===== src/rtl/useq_pkg.sv =====
package useq_pkg;
  // next-address control codes (bits [1:0] of every microword)
  typedef enum logic [1:0] {
    NX_JUMP     = 2'b00,
    NX_DISPATCH = 2'b01,
    NX_IF_TRUE  = 2'b10,
    NX_IF_FALSE = 2'b11
  } nxt_ctl_e;

  localparam int CTL_LSB = 0;
  localparam int CTL_W   = 2;
  localparam int CYC_W   = 2;
endpackage


===== src/rtl/useq_field_dec.sv =====
module useq_field_dec
  import useq_pkg::*;
#(
  parameter int ADDR_W = 10,
  parameter int WORD_W = 80,
  parameter int SEL_W  = 2
) (
  input  logic [WORD_W-1:0] mword,
  output nxt_ctl_e          ctl,
  output logic [ADDR_W-1:0] tgt,
  output logic [CYC_W-1:0]  cyc_len,
  output logic [SEL_W-1:0]  csel
);
  localparam int TGT_LSB  = CTL_LSB + CTL_W;
  localparam int CYC_LSB  = TGT_LSB + ADDR_W;
  localparam int CSEL_LSB = CYC_LSB + CYC_W;
  localparam int USED_W   = CSEL_LSB + SEL_W;

  always_comb begin
    ctl     = nxt_ctl_e'(mword[TGT_LSB-1:CTL_LSB]);
    tgt     = mword[CYC_LSB-1:TGT_LSB];
    cyc_len = mword[CSEL_LSB-1:CYC_LSB];
    csel    = mword[USED_W-1:CSEL_LSB];
  end

  // datapath control bits belong to other consumers
  logic unused_hi;
  assign unused_hi = ^mword[WORD_W-1:USED_W];
endmodule


===== src/rtl/useq_cond_sel.sv =====
module useq_cond_sel #(
  parameter int FLAG_W = 4,
  parameter int SEL_W  = 2
) (
  input  logic [FLAG_W-1:0] flags,
  input  logic [SEL_W-1:0]  csel,
  output logic              cond
);
  always_comb begin
    cond = 1'b0;
    for (int i = 0; i < FLAG_W; i++) begin
      if (csel == SEL_W'(i)) cond = flags[i];
    end
  end
endmodule


===== src/rtl/useq_stretch.sv =====
module useq_stretch
  import useq_pkg::*;
(
  input  logic             clk,
  input  logic             rst_n,
  input  logic             en,
  input  logic [CYC_W-1:0] cyc_len,
  output logic             cycle_done
);
  logic [1:0] wcnt_q, wcnt_d;
  logic [1:0] extra;

  always_comb begin
    unique case (cyc_len)
      2'd0:    extra = 2'd0;
      2'd1:    extra = 2'd1;
      default: extra = 2'd2;   // code 3 reserved, runs as slowest
    endcase
    cycle_done = en && (wcnt_q == extra);
    if (!en || cycle_done) wcnt_d = 2'd0;
    else                   wcnt_d = wcnt_q + 2'd1;
  end

  always_ff @(posedge clk or negedge rst_n) begin
    if (!rst_n) wcnt_q <= 2'd0;
    else        wcnt_q <= wcnt_d;
  end

  // no word is ever stretched beyond three base cycles
  a_r8_bounded_wait: assert property (@(posedge clk) disable iff (!rst_n)
    wcnt_q != 2'd3);
endmodule


===== src/rtl/useq_next_addr.sv =====
module useq_next_addr
  import useq_pkg::*;
#(
  parameter int ADDR_W = 10,
  parameter int OP_W   = 8
) (
  input  nxt_ctl_e          ctl,
  input  logic [ADDR_W-1:0] tgt,
  input  logic [ADDR_W-1:0] uaddr,
  input  logic [OP_W-1:0]   opcode,
  input  logic              cond,
  output logic [ADDR_W-1:0] nxt
);
  logic [ADDR_W-1:0] entry;
  logic [ADDR_W-1:0] fall;

  generate
    if (ADDR_W > OP_W) begin : g_ext
      assign entry = {{(ADDR_W-OP_W){1'b0}}, opcode};
    end else begin : g_trunc
      assign entry = opcode[ADDR_W-1:0];
    end
  endgenerate

  assign fall = uaddr + ADDR_W'(1);

  always_comb begin
    unique case (ctl)
      NX_JUMP:     nxt = tgt;
      NX_DISPATCH: nxt = entry;
      NX_IF_TRUE:  nxt = cond  ? tgt : fall;
      NX_IF_FALSE: nxt = !cond ? tgt : fall;
      default:     nxt = tgt;
    endcase
  end
endmodule


===== src/rtl/useq_core.sv =====
module useq_core
  import useq_pkg::*;
#(
  parameter int          ADDR_W     = 10,
  parameter int          WORD_W     = 80,
  parameter int          OP_W       = 8,
  parameter int          FLAG_W     = 4,
  parameter int unsigned RESET_ADDR = 'h100
) (
  input  logic              clk,
  input  logic              rst_n,
  input  logic [WORD_W-1:0] mword,
  input  logic [OP_W-1:0]   opcode,
  input  logic [FLAG_W-1:0] flags,
  output logic [ADDR_W-1:0] uaddr,
  output logic [ADDR_W-1:0] next_uaddr,
  output logic              cycle_done
);
  localparam int SEL_W = (FLAG_W > 1) ? $clog2(FLAG_W) : 1;

  // reset: asserted asynchronously, released after two clocks
  logic [1:0] rst_sync_q;
  logic       run;
  always_ff @(posedge clk or negedge rst_n) begin
    if (!rst_n) rst_sync_q <= 2'b00;
    else        rst_sync_q <= {rst_sync_q[0], 1'b1};
  end
  assign run = rst_sync_q[1];

  nxt_ctl_e          ctl;
  logic [ADDR_W-1:0] tgt;
  logic [CYC_W-1:0]  cyc_len;
  logic [SEL_W-1:0]  csel;
  logic              cond;
  logic              done;
  logic [ADDR_W-1:0] uaddr_q, uaddr_d;

  useq_field_dec #(.ADDR_W(ADDR_W), .WORD_W(WORD_W), .SEL_W(SEL_W)) dec_i (
    .mword(mword), .ctl(ctl), .tgt(tgt), .cyc_len(cyc_len), .csel(csel)
  );

  useq_cond_sel #(.FLAG_W(FLAG_W), .SEL_W(SEL_W)) cond_i (
    .flags(flags), .csel(csel), .cond(cond)
  );

  useq_stretch stretch_i (
    .clk(clk), .rst_n(run), .en(run), .cyc_len(cyc_len), .cycle_done(done)
  );

  useq_next_addr #(.ADDR_W(ADDR_W), .OP_W(OP_W)) nxt_i (
    .ctl(ctl), .tgt(tgt), .uaddr(uaddr_q), .opcode(opcode), .cond(cond),
    .nxt(next_uaddr)
  );

  always_comb begin
    uaddr_d = uaddr_q;
    if (done) uaddr_d = next_uaddr;
  end

  always_ff @(posedge clk or negedge run) begin
    if (!run) uaddr_q <= ADDR_W'(RESET_ADDR);
    else      uaddr_q <= uaddr_d;
  end

  assign uaddr      = uaddr_q;
  assign cycle_done = done;

  // a jump word lands on its target
  a_r3_jump_target: assert property (@(posedge clk) disable iff (!run)
    (done && ctl == NX_JUMP) |=> uaddr_q == $past(tgt));

  // dispatch lands on the opcode value
  a_r4_dispatch: assert property (@(posedge clk) disable iff (!run)
    (done && ctl == NX_DISPATCH) |=> uaddr_q == ADDR_W'($past(opcode)));

  // untaken if-true branch falls to the following word
  a_r5_fall_through: assert property (@(posedge clk) disable iff (!run)
    (done && ctl == NX_IF_TRUE && !cond) |=> uaddr_q == ADDR_W'($past(uaddr_q) + 1'b1));

  // the address holds while a word is being stretched
  a_r9_hold_in_wait: assert property (@(posedge clk) disable iff (!run)
    !done |=> $stable(uaddr_q));

  // a length-0 word always ends in its first cycle
  a_r8_fast_word: assert property (@(posedge clk) disable iff (!run)
    (cyc_len == 2'd0) |-> done);
endmodule


===== config.mk =====
export PLATFORM = sky130hd
export DESIGN_NAME = useq_core
export DESIGN_NICKNAME = d
export VERILOG_FILES = /design/src/rtl/useq_pkg.sv /design/src/rtl/useq_field_dec.sv /design/src/rtl/useq_cond_sel.sv /design/src/rtl/useq_stretch.sv /design/src/rtl/useq_next_addr.sv /design/src/rtl/useq_core.sv
export SDC_FILE = /design/constraint.sdc
export NUM_CORES = 1
export LEC_CHECK = 0
export ABC_CLOCK_PERIOD_IN_PS = 1950
export CAP_MARGIN = 20
export CORE_MARGIN = 2
export CORE_UTILIZATION = 31
export DETAILED_ROUTE_END_ITERATION = 12
export GPL_TIMING_DRIVEN = 0
export PLACE_DENSITY_LB_ADDON = 0.2
export SYNTH_ARGS = -nofsm -noshare
export SYNTH_HDL_FRONTEND = slang
export SYNTH_SLANG_ARGS = --single-unit
export TNS_END_PERCENT = 1

===== constraint.sdc =====
create_clock -name clk -period 1.95 [get_ports clk]
set_input_delay 0.195 -clock clk [delete_from_list [all_inputs] [get_ports clk]]
set_output_delay 0.195 -clock clk [all_outputs]
set_load 0.1 [all_outputs]

# ---- Word-level counts from Yosys, hierarchy flattened
# Cells that the tools add are included.
dict set report totals {
  reg_bits 14
  inputBits 94
  out_inout_bits 21
}
dict set report op_classes {
  n_addsub 2
  n_eq_ne 8
  muxes 9
  n_reduce_logical 6
}
# cell count
set ops {}
lappend ops {{$pmux 10 s4} 1}
lappend ops {{$mux 10} 2}
lappend ops {{$add 10x1->10 const B} 1}
lappend ops {{$eq 2x2->1 const B} 4}
lappend ops {{$eq 2x1->1 const B} 3}
lappend ops {{$logic_not 2->1} 3}
lappend ops {{$mux 1} 4}
lappend ops {{$pmux 2 s2} 1}
lappend ops {{$add 2x1->2 const B} 1}
lappend ops {{$eq 2x2->1} 1}
lappend ops {{$mux 2} 1}
lappend ops {{$logic_and 1x1->1} 1}
lappend ops {{$logic_not 1->1} 1}
lappend ops {{$logic_or 1x1->1} 1}

# ---- Longest topological paths before layout
dict set report depth {
  ltp_word 7
  depth_mapped 7
}

# ---- Cells and area by module
# From an unflattened synthesis, not the netlist that was laid out.
dict set report hier_totals {
  hier_cells 141
  hier_area_um2 1335.0
}
# module n_inst cells_per_inst area_per_inst_um2 seq_area_each_um2
set by_module_without_submodules {}
lappend by_module_without_submodules {useq_next_addr 1 87 590.6 0.0}
lappend by_module_without_submodules {useq_core 1 24 466.7 301.5}
lappend by_module_without_submodules {useq_stretch 1 13 135.1 50.0}
lappend by_module_without_submodules {useq_field_dec 1 16 120.1 0.0}
lappend by_module_without_submodules {useq_cond_sel 1 1 22.5 0.0}

# ---- Worst setup path after synthesis
# No wires, ideal clock.
dict set report synth_timing {
  kind {reg-to-output}
  startpoint {register uaddr_q[0], in the netlist uaddr[0]}
  endpoint {output next_uaddr[8]}
  arrival_time_ns 4.119
  required_time_ns 1.755
  path_slack_ns -2.364
  stages_incl_launch_ff 6
  cell_sequence {dfrtp_1 ha_1 nand4_1 or3_1 xnor2_1 o21ai_0}
}
dict set report synth_via {
  elab_chain_len 3
}
# element line_no
set synth_rtl {}
lappend synth_rtl {{from (decl)} useq_core.sv:36} ;# logic [ADDR_W-1:0] uaddr_q, uaddr_d;
lappend synth_rtl {{from (signal assigned)} useq_core.sv:61} ;# if (!run) uaddr_q <= ADDR_W'(RESET_ADDR);
lappend synth_rtl {{from (signal assigned)} useq_core.sv:62} ;# else uaddr_q <= uaddr_d;
lappend synth_rtl {{$add 10x1->10 (*)} useq_next_addr.sv:25} ;# assign fall = uaddr + ADDR_W'(1);
lappend synth_rtl {{$mux 10, on equally long branches} {useq_next_addr.sv:32, useq_next_addr.sv:31}}
lappend synth_rtl {{$pmux 10 s4 (*)} useq_next_addr.sv:28} ;# unique case (ctl)
lappend synth_rtl {{to (decl)} useq_core.sv:16} ;# output logic [ADDR_W-1:0] next_uaddr,
# Every way passes the cells marked *; elsewhere a longest branch is shown, timed or not.

# ---- Worst setup path in the final report
dict set report layout_timing {
  startpoint {register uaddr_q[0], in the netlist uaddr[0]}
  endpoint {output next_uaddr[5]}
}
# Same word-level chain as after synthesis.

==> impl_metrics.tcl <==
set metrics [dict create \
    status "finished with violations" \
    violations "negative setup slack" \
    holdBufCountCts 0 \
    p_per_area_nw_per_um2 1230 \
    required_ps 1750 \
    register_area_um2 367 \
    cap_violations 0 \
    viasPerCell 5.49 \
    grtUsageTotal 0.195 \
    syn_inst 162 \
    ff2ff_setup_slack_ps 60 \
    cp.arrival_ps 1970 \
    layout.nets 322 \
    clkLatencyLatePin_ps 250 \
    path_class "flop to output port" \
    rows 23 \
    area_growth_syn_to_layout_pct 83.3 \
    dieArea_um2 4680 \
    post-dp-hpwl_um 2970 \
    setup_slack_ps -212 \
    io_pins 115 \
    async_reset_ff_frac 1.00 \
    power_leakage_nw 0.910 \
    ant_nets 0 \
    post-place-ws_ps -1570 \
    r2r_end "uaddr[5]" \
    grt_pass1_vias 1429 \
    r2r_cells 8 \
    final.min_clock_period_ps 2160 \
    synth_cell_types 47 \
    multiInputGateArea_um2 1120 \
    hold_viol 0 \
    slew_headroom 0.363 \
    cts.clk_slew.worst_paths_ps 70 \
    drive_above_1_share 0.385 \
    ys_seq_elements 14 \
    htree_levels 1 \
    grt_pass1_wl_um 6820 \
    num_vias 1515 \
    wl_met3_um 235 \
    drtPass1Iterations 4 \
    drt_iter0_drc 80 \
    cts_root_buf "clkbuf_8" \
    die_w_um 68.4 \
    whs_ps 100 \
    setup_viol 9 \
    finalSetupTns_ps -1250 \
    remaining_drc_errors 0 \
    tightest_slew_ps 960 \
    synth.net_count 257 \
    start_util 0.322 \
    wirelength_um 4200 \
    cts_made_buffers 3 \
    path_max_fanout 3 \
    gr-total-overflow 0 \
    diodes 0 \
    core_area_um2 4000 \
    slew_viol_final 0 \
    cp-start-kind "flop" \
    synth_area_um2 1290 \
    die_h_um 68.4 \
    synthFlopType "dfrtp_1" \
    fillCellCount 345 \
    cts_sinks 14 \
    dpl.cell_count 262 \
    setup.worst_path.end_class "output port" \
    fin_crit_sh 1.11 \
    grt_max_degree 15 \
    port_buffers 50 \
    top_layer "met4" \
    wl_met2_um 1990 \
    fin_cells 276 \
    wl_per_cell_um 15.2 \
    antenna_found_initial 0 \
    ir_drop_uv 797 \
    routabilityCongestion 0.817 \
    met1_length_um 1910 \
    ys_warn_count 0 \
    synth_edf_count 0 \
    syn_area_per_cell_um2 7.94 \
    rsz0062_at_grt "yes" \
    cts_tree "yes" \
    worstReg2RegStart "uaddr[0]" \
    fin_skew_ps 3.21 \
    synth.yosys.seq_area_share 0.273 \
    fmax_mhz 463 \
    clock_path_buffers 2 \
    hp-class "primary input to async pin" \
]
## kinds of logic (layout without fill, tap and decap cells)
group           after synthesis  in the layout  share of synthesized area
compound gates               48             48                      0.267
xor+xnor                      6              6                     0.0467
simple gates                 65             65                      0.263
other cells                   1              1                    0.00292
mux                           8              8                     0.0759
buf+inv                      18             82                     0.0545
fa+ha+maj                     2              2                     0.0175
flops                        14             14                      0.273
## area by class of cell
| cell class | instances | area share |
|---|---|---|
| Buffer | 7 | 0.0244 |
| Sequential cell | 14 | 0.156 |
| Multi-Input combinational cell | 130 | 0.475 |
| Clock buffer | 4 | 0.0234 |
| Inverter | 10 | 0.0175 |
| Timing Repair Buffer | 61 | 0.278 |
| Tap cell | 50 | 0.0265 |
## per-stage QoR
step,area [um^2],utilization,power (mW)
2_1_floorplan,1400,-,1.95
3_3_place_gp,1970,0.492,2.37
3_5_place_dp,1970,0.492,2.39
4_1_cts,2310,0.577,2.87
5_1_grt,2360,0.589,3.04
6_report,2360,0.589,2.91
## cells in the mapped netlist (all sizes together), types with 2 or more instances
library cell	count	area share
mux2	4	0.035
or2	2	0.0097
nand3b	3	0.018
dfrtp	13	0.25
nor2	14	0.041
and2	5	0.024
xor2	2	0.014
buf	4	0.014
nand3	8	0.031
o2bb2ai	2	0.014
inv	9	0.026
xnor2	4	0.033
o31ai	2	0.012
a41oi	4	0.027
a21oi	7	0.027
nand2	13	0.038
nor3	4	0.016
or3b	2	0.014
o311a	2	0.016
clkbuf	4	0.012
or3	7	0.034
o211ai	5	0.033
nand4	3	0.015
o21ai	11	0.043
a32oi	3	0.020
mux2i	3	0.023
o311ai	4	0.027
o22ai	3	0.015
## layer usage
metal / global-route usage / vias up
li1: - / 741
met1: 0.261 / 718
met2: 0.321 / 50
met3: 0.0378 / 6
met4: 0.0500 / 0
met5: 0 / -
## layout by cell type (no fill, tap or decap), drive strengths merged, types with 2 or more instances in the layout
master	n
buf	27
clkdlybuf4s50	22
and2	5
nand3b	3
mux2i	3
o311ai	4
o2bb2ai	2
or3	7
clkdlybuf4s15	4
a32oi	3
a41oi	4
or2	2
dfrtp	13
nand2	13
inv	8
nor3	4
xnor2	4
nand4	3
o31ai	2
o211ai	5
o311a	2
o22ai	3
o21ai	11
or3b	2
clkbuf	7
nand3	8
nor2	14
a21oi	7
mux2	4
dlygate4sd2	12
xor2	2
## how the worst max path moves through the flow
stage	startpoint	end	slack, ps	cells past startpoint
final	uaddr[0]	next_uaddr[5]	-210	7
after global routing	uaddr[0]	next_uaddr[5]	-280	7
after detailed placement	mword[0]	next_uaddr[4]	-1570	8
after global placement	mword[0]	next_uaddr[4]	-1610	8
after floorplan	uaddr[0]	next_uaddr[4]	-590	6
after CTS	uaddr[2]	next_uaddr[5]	-180	7
## flip-flops by register name (all words and copies together), names as in the netlist
register and count:
uaddr 10, stretch_i.wcnt_q 2, rst_sync_q 2
## timing repair
item / in CTS / in global routing
setup buffers: 10 / 1
resized for setup: 156 / 16
setup endpoints to repair: 30 / 13
pin swaps: 11 / 8
endpoints found under the hold margin: 0 / 0
gates cloned: 0 / 0
## critical path, stage by stage, from the launching register on
cell and delay, ps:
dfrtp_4 450, buf_6 100, nand4_1 160, or3_4 430, a41oi_2 190, o21ai_2 110, o21ai_4 80, buf_12 190
## where the power goes
group	switching [mW]	internal, mW	leakage [nW]	total, mW
Clock	0.118	0.179	0.0288	0.297
Combinational	1.38	0.667	0.720	2.05
Sequential	0.158	0.404	0.161	0.562
Total	1.66	1.25	0.910	2.91
Note: power is estimated with default switching activity, not from simulation.
